`config.mk`:
```
export PLATFORM = sky130hd
export DESIGN_NAME = sm_addsub
export DESIGN_NICKNAME = d
export VERILOG_FILES = /design/src/rtl/sm_addsub_pkg.sv /design/src/rtl/sm_sign_ctrl.sv /design/src/rtl/sm_mag_adder.sv /design/src/rtl/sm_result_fix.sv /design/src/rtl/sm_addsub.sv
export SDC_FILE = /design/constraint.sdc
export NUM_CORES = 1
export LEC_CHECK = 0
export BUFFER_PORTS_ARGS = -buffer_cell sky130_fd_sc_hd__buf_2
export CELL_PAD_IN_SITES_DETAIL_PLACEMENT = 1
export CELL_PAD_IN_SITES_GLOBAL_PLACEMENT = 2
export CORE_MARGIN = 2
export CORE_UTILIZATION = 32
export CTS_BUF_LIST = sky130_fd_sc_hd__clkbuf_8
export DETAILED_ROUTE_END_ITERATION = 12
export HOLD_SLACK_MARGIN = 0.06
export PLACE_DENSITY_LB_ADDON = 0.1
export RECOVER_POWER = 100
export SLEW_MARGIN = 20
export SYNTH_ARGS = -nofsm -noshare
export SYNTH_HDL_FRONTEND = slang
export SYNTH_HIERARCHICAL = 1
export SYNTH_SLANG_ARGS = --single-unit
```
`constraint.sdc`:
```
create_clock -name clk -period 0.9 [get_ports clk]
set_input_delay 0.18 -clock clk [delete_from_list [all_inputs] [get_ports clk]]
set_output_delay 0.18 -clock clk [all_outputs]
set_load 0.01 [all_outputs]
```
`src/rtl/sm_addsub_pkg.sv`:
```
package sm_addsub_pkg;

   // Which magnitude operation the sign logic selected
   typedef enum logic {
      PATH_SUM  = 1'b0,
      PATH_DIFF = 1'b1
   } mag_path_e;

   // Adder implementation variants
   localparam int ADD_RIPPLE = 0;
   localparam int ADD_BEHAV  = 1;

endpackage

```
`src/rtl/sm_sign_ctrl.sv`:
```
module sm_sign_ctrl
   import sm_addsub_pkg::*;
(
   input  logic      a_sign,
   input  logic      b_sign,
   input  logic      op_sub,
   output logic      b_eff,
   output mag_path_e path
);

   always_comb begin
      b_eff = b_sign ^ op_sub;
      path  = (a_sign == b_eff) ? PATH_SUM : PATH_DIFF;
   end

endmodule

```
`src/rtl/sm_mag_adder.sv`:
```
module sm_mag_adder
   import sm_addsub_pkg::*;
#(
   parameter int W     = 8,
   parameter int STYLE = ADD_RIPPLE
) (
   input  logic [W-1:0] a,
   input  logic [W-1:0] b,
   input  logic         invert,
   output logic [W-1:0] sum,
   output logic         cout
);

   localparam int CW = W + 1;

   logic [W-1:0] b_x;

   // Complementer: one XOR per bit under the mode control
   for (genvar i = 0; i < W; i++) begin : g_cmp
      assign b_x[i] = b[i] ^ invert;
   end

   if (STYLE == ADD_RIPPLE) begin : g_ripple
      logic [CW-1:0] c;
      assign c[0] = invert;
      for (genvar i = 0; i < W; i++) begin : g_fa
         assign sum[i]  = a[i] ^ b_x[i] ^ c[i];
         assign c[i+1]  = (a[i] & b_x[i]) | (c[i] & (a[i] ^ b_x[i]));
      end
      assign cout = c[W];
   end else if (STYLE == ADD_BEHAV) begin : g_behav
      logic [CW-1:0] full;
      assign full = {1'b0, a} + {1'b0, b_x} + {{W{1'b0}}, invert};
      assign sum  = full[W-1:0];
      assign cout = full[W];
   end else begin : g_bad
      initial $error("sm_mag_adder: unsupported STYLE %0d", STYLE);
      assign sum  = '0;
      assign cout = 1'b0;
   end

endmodule

```
`src/rtl/sm_result_fix.sv`:
```
module sm_result_fix
   import sm_addsub_pkg::*;
#(
   parameter int W = 8
) (
   input  mag_path_e    path,
   input  logic         a_sign,
   input  logic [W-1:0] sum,
   input  logic         cout,
   output logic         res_sign,
   output logic [W-1:0] res_mag,
   output logic         ovf
);

   logic [W-1:0] neg_sum;
   logic         nonzero;

   always_comb begin
      neg_sum = ~sum + {{(W-1){1'b0}}, 1'b1};
      nonzero = |sum;
      if (path == PATH_SUM) begin
         res_mag  = sum;
         res_sign = a_sign;
         ovf      = cout;
      end else if (cout) begin
         // A >= B: the difference is already in true form
         res_mag  = sum;
         res_sign = a_sign & nonzero;
         ovf      = 1'b0;
      end else begin
         // A < B: undo the complement and flip the sign
         res_mag  = neg_sum;
         res_sign = ~a_sign;
         ovf      = 1'b0;
      end
   end

endmodule

```
`src/rtl/sm_addsub.sv`:
```
module sm_addsub
   import sm_addsub_pkg::*;
#(
   parameter int W         = 8,
   parameter int ADD_STYLE = ADD_RIPPLE
) (
   input  logic         clk,
   input  logic         rst_n,
   input  logic         in_vld,
   input  logic         a_sign,
   input  logic [W-1:0] a_mag,
   input  logic         b_sign,
   input  logic [W-1:0] b_mag,
   input  logic         op_sub,
   output logic         out_vld,
   output logic         res_sign,
   output logic [W-1:0] res_mag,
   output logic         ovf
);

   if (W < 1) begin : g_chk_w
      initial $error("sm_addsub: W must be at least 1");
   end
   if (ADD_STYLE != ADD_RIPPLE && ADD_STYLE != ADD_BEHAV) begin : g_chk_s
      initial $error("sm_addsub: bad ADD_STYLE");
   end

   mag_path_e    path;
   logic         b_eff;
   logic [W-1:0] sum;
   logic         cout;
   logic         n_sign;
   logic [W-1:0] n_mag;
   logic         n_ovf;

   sm_sign_ctrl u_sign (
      .a_sign (a_sign),
      .b_sign (b_sign),
      .op_sub (op_sub),
      .b_eff  (b_eff),
      .path   (path)
   );

   sm_mag_adder #(.W(W), .STYLE(ADD_STYLE)) u_add (
      .a      (a_mag),
      .b      (b_mag),
      .invert (path == PATH_DIFF),
      .sum    (sum),
      .cout   (cout)
   );

   sm_result_fix #(.W(W)) u_fix (
      .path     (path),
      .a_sign   (a_sign),
      .sum      (sum),
      .cout     (cout),
      .res_sign (n_sign),
      .res_mag  (n_mag),
      .ovf      (n_ovf)
   );

   always_ff @(posedge clk or negedge rst_n) begin
      if (!rst_n) begin
         out_vld  <= 1'b0;
         res_sign <= 1'b0;
         res_mag  <= '0;
         ovf      <= 1'b0;
      end else begin
         out_vld <= in_vld;
         if (in_vld) begin
            res_sign <= n_sign;
            res_mag  <= n_mag;
            ovf      <= n_ovf;
         end
      end
   end

endmodule

```
## After elaboration in Yosys (flattened, before gate mapping)

Cells that the tools add are included.

- Register bits after elaboration: 11
- Output and inout bits: 11
- Word-level logic and storage cells: 65

- Add/subtract/negate cells: 1
- Equal/unequal tests: 1
- Multiplexer cells: 6
- Bitwise logic cells: 52
- Reduce and logical (&&, ||, !) cells: 1

Operator list:

| kind | number |
|---|---|
| $xor A1 B1 Y1 | 25 |
| $and A1 B1 Y1 | 17 |
| $mux W8 | 2 |
| $add A8 B1 Y8 const B | 1 |
| $not A8 Y8 | 1 |
| $or A1 B1 Y1 | 8 |
| $reduce_or A8 Y1 | 1 |
| $mux W1 | 4 |
| $eq A1 B1 Y1 | 1 |
| $not A1 Y1 | 1 |

## Logic depth before layout (Yosys ltp)

- Depth in word-level cells: 24
- Depth in mapped cells: 15
- Depth with buffers taken out: 14

## By module

The synthesis kept the hierarchy.

Modules (own cells, without submodules):

| module | instances | cells each | area an instance (um^2) | seq. area each (um^2) |
|---|---|---|---|---|
| sm_addsub | 1 | 22 | 436.7 | 275.3 |
| sm_mag_adder | 1 | 30 | 287.8 | 0.0 |
| sm_result_fix | 1 | 29 | 215.2 | 0.0 |
| sm_sign_ctrl | 1 | 2 | 32.5 | 0.0 |

## Worst setup path after synthesis

OpenSTA, ideal clock, no wires.

- Path kind: input-to-reg
- Start point: in op_sub
- End point: reg res_sign
- Library setup time: 125 ps
- Arrival time: 4394 ps
- Data required time: 775 ps
- Path slack: -3619 ps
- Stages: 15
- Buffers on the path: 1
- Cells stage by stage: xor3_1 > buf_6 > xnor2_1 > fa_1 > fa_1 > fa_1 > fa_1 > fa_1 > fa_1 > inv_1 > fa_1 > nor4bb_1 > a211o_1 > o21ai_1 > mux2_4

- Cells in the longest elaborated chain, start to end: 24

RTL lines:

| what | RTL line | source |
|---|---|---|
| start: declaration | sm_addsub.sv:14 | `input logic op_sub,` |
| $xor A1 B1 Y1 (*) | sm_sign_ctrl.sv:12 | `b_eff = b_sign ^ op_sub;` |
| $eq A1 B1 Y1 (*) | sm_sign_ctrl.sv:13 | `path = (a_sign == b_eff) ? PATH_SUM : PATH_DIFF;` |
| $mux W1 (*) | sm_sign_ctrl.sv:13 |  |
| $xor A1 B1 Y1 | sm_mag_adder.sv:20 | `assign b_x[i] = b[i] ^ invert;` |
| $xor A1 B1 Y1 | sm_mag_adder.sv:28 | `assign c[i+1] = (a[i] & b_x[i]) \| (c[i] & (a[i] ^ b_x[i]));` |
| $and A1 B1 Y1 | sm_mag_adder.sv:28 |  |
| $or A1 B1 Y1 | sm_mag_adder.sv:28 |  |
| $and A1 B1 Y1 | sm_mag_adder.sv:28 |  |
| [10 not listed] | n/a |  |
| $or A1 B1 Y1 | sm_mag_adder.sv:28 |  |
| $xor A1 B1 Y1 (*) | sm_mag_adder.sv:27 | `assign sum[i] = a[i] ^ b_x[i] ^ c[i];` |
| via sum[7] | sm_addsub.sv:30 | `logic [W-1:0] sum;` |
| $reduce_or A8 Y1 (*) | sm_result_fix.sv:20 | `nonzero = \|sum;` |
| $and A1 B1 Y1 (*) | sm_result_fix.sv:28 | `res_sign = a_sign & nonzero;` |
| $mux W1 (*) | sm_result_fix.sv:25 | `end else if (cout) begin` |
| $mux W1 (*) | sm_result_fix.sv:21 | `if (path == PATH_SUM) begin` |
| via n_sign | sm_addsub.sv:32 | `logic n_sign;` |
| end signal: assignment | sm_addsub.sv:71 | `res_sign <= n_sign;` |
| end: declaration | sm_addsub.sv:16 | `output logic res_sign,` |

Mark *: on every way through the listed nets, which the timed path passes. The rest lies on a longest branch.
A chain may end at the register's enable or synchronous reset.

## Worst setup path in the final report

- Start point: in op_sub
- End point: reg res_sign

- Cells in the longest elaborated chain, start to end: 24

RTL lines:

| what | RTL line | source |
|---|---|---|
| $xor A1 B1 Y1 (*) | sm_sign_ctrl.sv:12 |  |
| $eq A1 B1 Y1 (*) | sm_sign_ctrl.sv:13 |  |
| $mux W1 (*) | sm_sign_ctrl.sv:13 |  |
| via path | sm_addsub.sv:28 | `mag_path_e path;` |
| $xor A1 B1 Y1 | sm_mag_adder.sv:20 |  |
| $xor A1 B1 Y1 | sm_mag_adder.sv:28 |  |
| $and A1 B1 Y1 | sm_mag_adder.sv:28 |  |
| $or A1 B1 Y1 | sm_mag_adder.sv:28 |  |
| [11 not listed] | n/a |  |
| $or A1 B1 Y1 | sm_mag_adder.sv:28 |  |
| $xor A1 B1 Y1 (*) | sm_mag_adder.sv:27 |  |
| via sum[7] | sm_addsub.sv:30 |  |
| $reduce_or A8 Y1 (*) | sm_result_fix.sv:20 |  |
| $and A1 B1 Y1 (*) | sm_result_fix.sv:28 |  |
| $mux W1 (*) | sm_result_fix.sv:25 |  |
| $mux W1 (*) | sm_result_fix.sv:21 |  |
| via n_sign | sm_addsub.sv:32 |  |

Marked as above.

==> flow_metrics.py <==
metrics = {
    "placed_design": {
        "hpwl_um": 1640,
        "port_buffers": 32,
        "place.gp.congestion": 0.789,
        "post-place-cells": 159,
    },
    "power_and_ir_drop": {
        "p_sw_share_pct": 34.4,
        "p_comb_share_pct": 65.5,
        "netSwitchingPower_w": 0.00125,
        "power-per-cell-area_mw_per_mm2": 2530,
        "peakVddDrop_uv": 806,
        "pwr-share-clk_pct": 13.2,
        "p_seq_share_pct": 21.3,
        "p_leak_nw": 0.766,
        "internal_power_w": 0.00239,
    },
    "worst_setup_path": {
        "cp-end-kind": "flip-flop",
        "worstSetupStartpoint": "op_sub",
        "arrival_ns": 4.23,
        "cpMostUsedCell": "fa_2",
        "path_max_fanout": 3,
        "cp.required_ns": 1.02,
        "path_cells": "buf_6, xor3_2, xnor2_2, fa_2, fa_2, fa_2, fa_2, fa_2, fa_2, inv_2, fa_1, nor4bb_1, a211o_1, o21ai_1, mux2_4",
        "critical-path-max-stage-delay_ns": 0.46,
        "cp-start-kind": "primary input",
        "r2r_cells": 2,
        "crit_slowest_cell": "xor3_2",
        "rr_startpoint": "res_mag[7]",
        "r2r-end": "res_mag[7]",
        "worstSetupPathType": "primary input to flip-flop",
        "crit_end": "res_sign",
        "rrSetupSlack_ns": 0.03,
    },
    "global_routing": {
        "track_usage_pct": 13.7,
        "grt_max_degree": 12,
        "grt_overflow": 0,
        "grt_antenna_before_repair": 0,
        "grt_pass1_vias": 800,
        "grt_pass1_wl_um": 3480,
    },
    "synthesis": {
        "ys_warn_count": 6,
        "syn-num-nets": 112,
        "avgSynthCellArea_um2": 11.7,
        "synthCells": 82,
        "syn_area_um2": 963,
    },
    "timing": {
        "relSlewSlack_pct": 77.8,
        "final_max_slew_viol_count": 0,
        "worst_slew_pin_slew_ns": 0.333,
        "finalCritPeriodShare_pct": 456,
        "setup_viol": 19,
        "rsz0062_at_grt": "true",
        "fin_skew_ns": 0,
        "period_needed_ns": 4.10,
        "hold_viol": 0,
        "max_freq_mhz": 244,
        "worst_slack_ns": -3.20,
    },
    "run_status": {
        "failed_checks": "DRC, setup timing",
        "status": "finished with violations",
    },
    "floorplan": {
        "fp.dieW_um": 58.9,
        "die-area_mm2": 0.00347,
        "rows": 19,
        "fp.dieH_um": 58.9,
        "coreArea_mm2": 0.00281,
        "initial_core_util_pct": 34.3,
        "pin_count": 33,
    },
    "clocking": {
        "clockBufferDepth": 2,
        "htreeDepth": 1,
        "cts.clk_slew.worst_paths_ns": 0.05,
        "cts_tree": "built",
        "cts_buffers": 3,
        "cts_root_buf": "clkbuf_8",
        "cts_sinks": 11,
        "clock_latency_ns": 0.24,
    },
    "routing": {
        "top_layer": "met4",
        "drt-initial-drc-count": 11,
        "wl_per_cell_um": 11.7,
        "drt_wl_total_um": 2020,
        "viasPerCell": 4.34,
        "drt.antenna.violating_nets": 0,
        "num_vias": 751,
        "wl_met3_um": 94,
        "drc": 3,
        "dr.pass1.iters": 7,
        "dr_wl_met2_um": 1050,
        "met1_length_um": 852,
    },
    "cells_and_area": {
        "drive_gt1_share_pct": 62.7,
        "antennaDiodeCount": 0,
        "final_core_util_pct": 51.2,
        "area.growth.synth_to_final_pct": 49.2,
        "nets": 173,
        "stdcell_count": 173,
    },
    "flow_run": {
        "maxCapViolCount": 0,
    },
    "worst_hold_path": {
        "holdCritPathClass": "primary input to flip-flop",
    },
}
[critical path: cells and delay by family]
kind | cells | cell delay (ns)
AOI/OAI and AO/OA | 2 | 0.24
adders and majority gates | 7 | 2.52
buffers and inverters | 2 | 0.13
xor gates and xnor gates | 2 | 0.63
muxes | 1 | 0.25
and+or+nand+nor | 1 | 0.29
[final cells by class]
type | count | area (um^2)
multi-input combinational | 52 | 651
tap | 31 | 38.8
inverter | 16 | 60.1
clock inverter | 1 | 3.75
sequential | 11 | 275
timing repair buffer | 59 | 368
clock buffer | 3 | 41.3
fill | 328 | 1370
[layout by cell type, fill, tap and decap left out, types with 3 or more instances in the layout]
cell / instances
buf_2: 30
buf_4: 25
clkbuf_8: 3
dfrtp_1: 11
fa_2: 6
inv_1: 15
mux2_4: 10
nor2_1: 3
xnor2_1: 7
xor2_1: 5
[repair_timing]
| item | CTS | global route |
|---|---|---|
| pin swaps | 2 | 0 |
| endpoints found under the setup margin | 19 | 20 |
| setup buffers | 9 | 0 |
| endpoints found under the hold margin | 11 | 0 |
| hold buffers | 1 | 0 |
| gates resized for setup | 5 | 1 |
[state kept, by name (all words and copies together) (netlist names)]
| register | count |
|---|---|
| res_mag | 8 |
| out_vld | 1 |
| ovf | 1 |
| res_sign | 1 |
[how the worst min path moves through the flow]
stage                       to  cells after the start  slack (ns)    from
CTS                    out_vld                      1        0.25  in_vld
global route           out_vld                      1        0.25  in_vld
global placement    res_mag[0]                      1        0.05   rst_n
floorplan              out_vld                      0       -0.12   rst_n
detailed placement  res_mag[2]                      1        0.06   rst_n
finish                 out_vld                      1        0.25  in_vld
[per-stage QoR]
step	TNS [ns]	power, W	setup slack (ns)	instance area, um^2	hold WS (ns)
after global routing	-27.57	0.00396	-3.34	1440	0.253
after global placement	-28.64	0.00282	-3.46	1290	0.0521
after detailed placement	-28.98	0.00288	-3.52	1290	0.0621
final	-26.18	0.00364	-3.20	1440	0.247
after CTS	-26.41	0.00364	-3.21	1430	0.249
after floorplan	-27.72	0.00207	-3.41	996	-0.116
[power by group through the flow]
| stage | Clock [W] | Sequential (W) | Combinational [W] |
|---|---|---|---|
| global placement | 0 | 0.000792 | 0.00202 |
| global route | 0.000517 | 0.000808 | 0.00264 |
| floorplan | 0 | 0.000888 | 0.00118 |
| finish | 0.000480 | 0.000777 | 0.00239 |
| detailed placement | 0 | 0.000794 | 0.00209 |
| CTS | 0.000488 | 0.000773 | 0.00238 |
[routing by layer]
layer / vias to the layer above / track usage [%]
met5: - / 0
li1: 375 / -
met4: 0 / 7.79
met3: 2 / 1.98
met1: 352 / 16.5
met2: 22 / 23.2
Note: power is estimated with default switching activity, not from simulation.
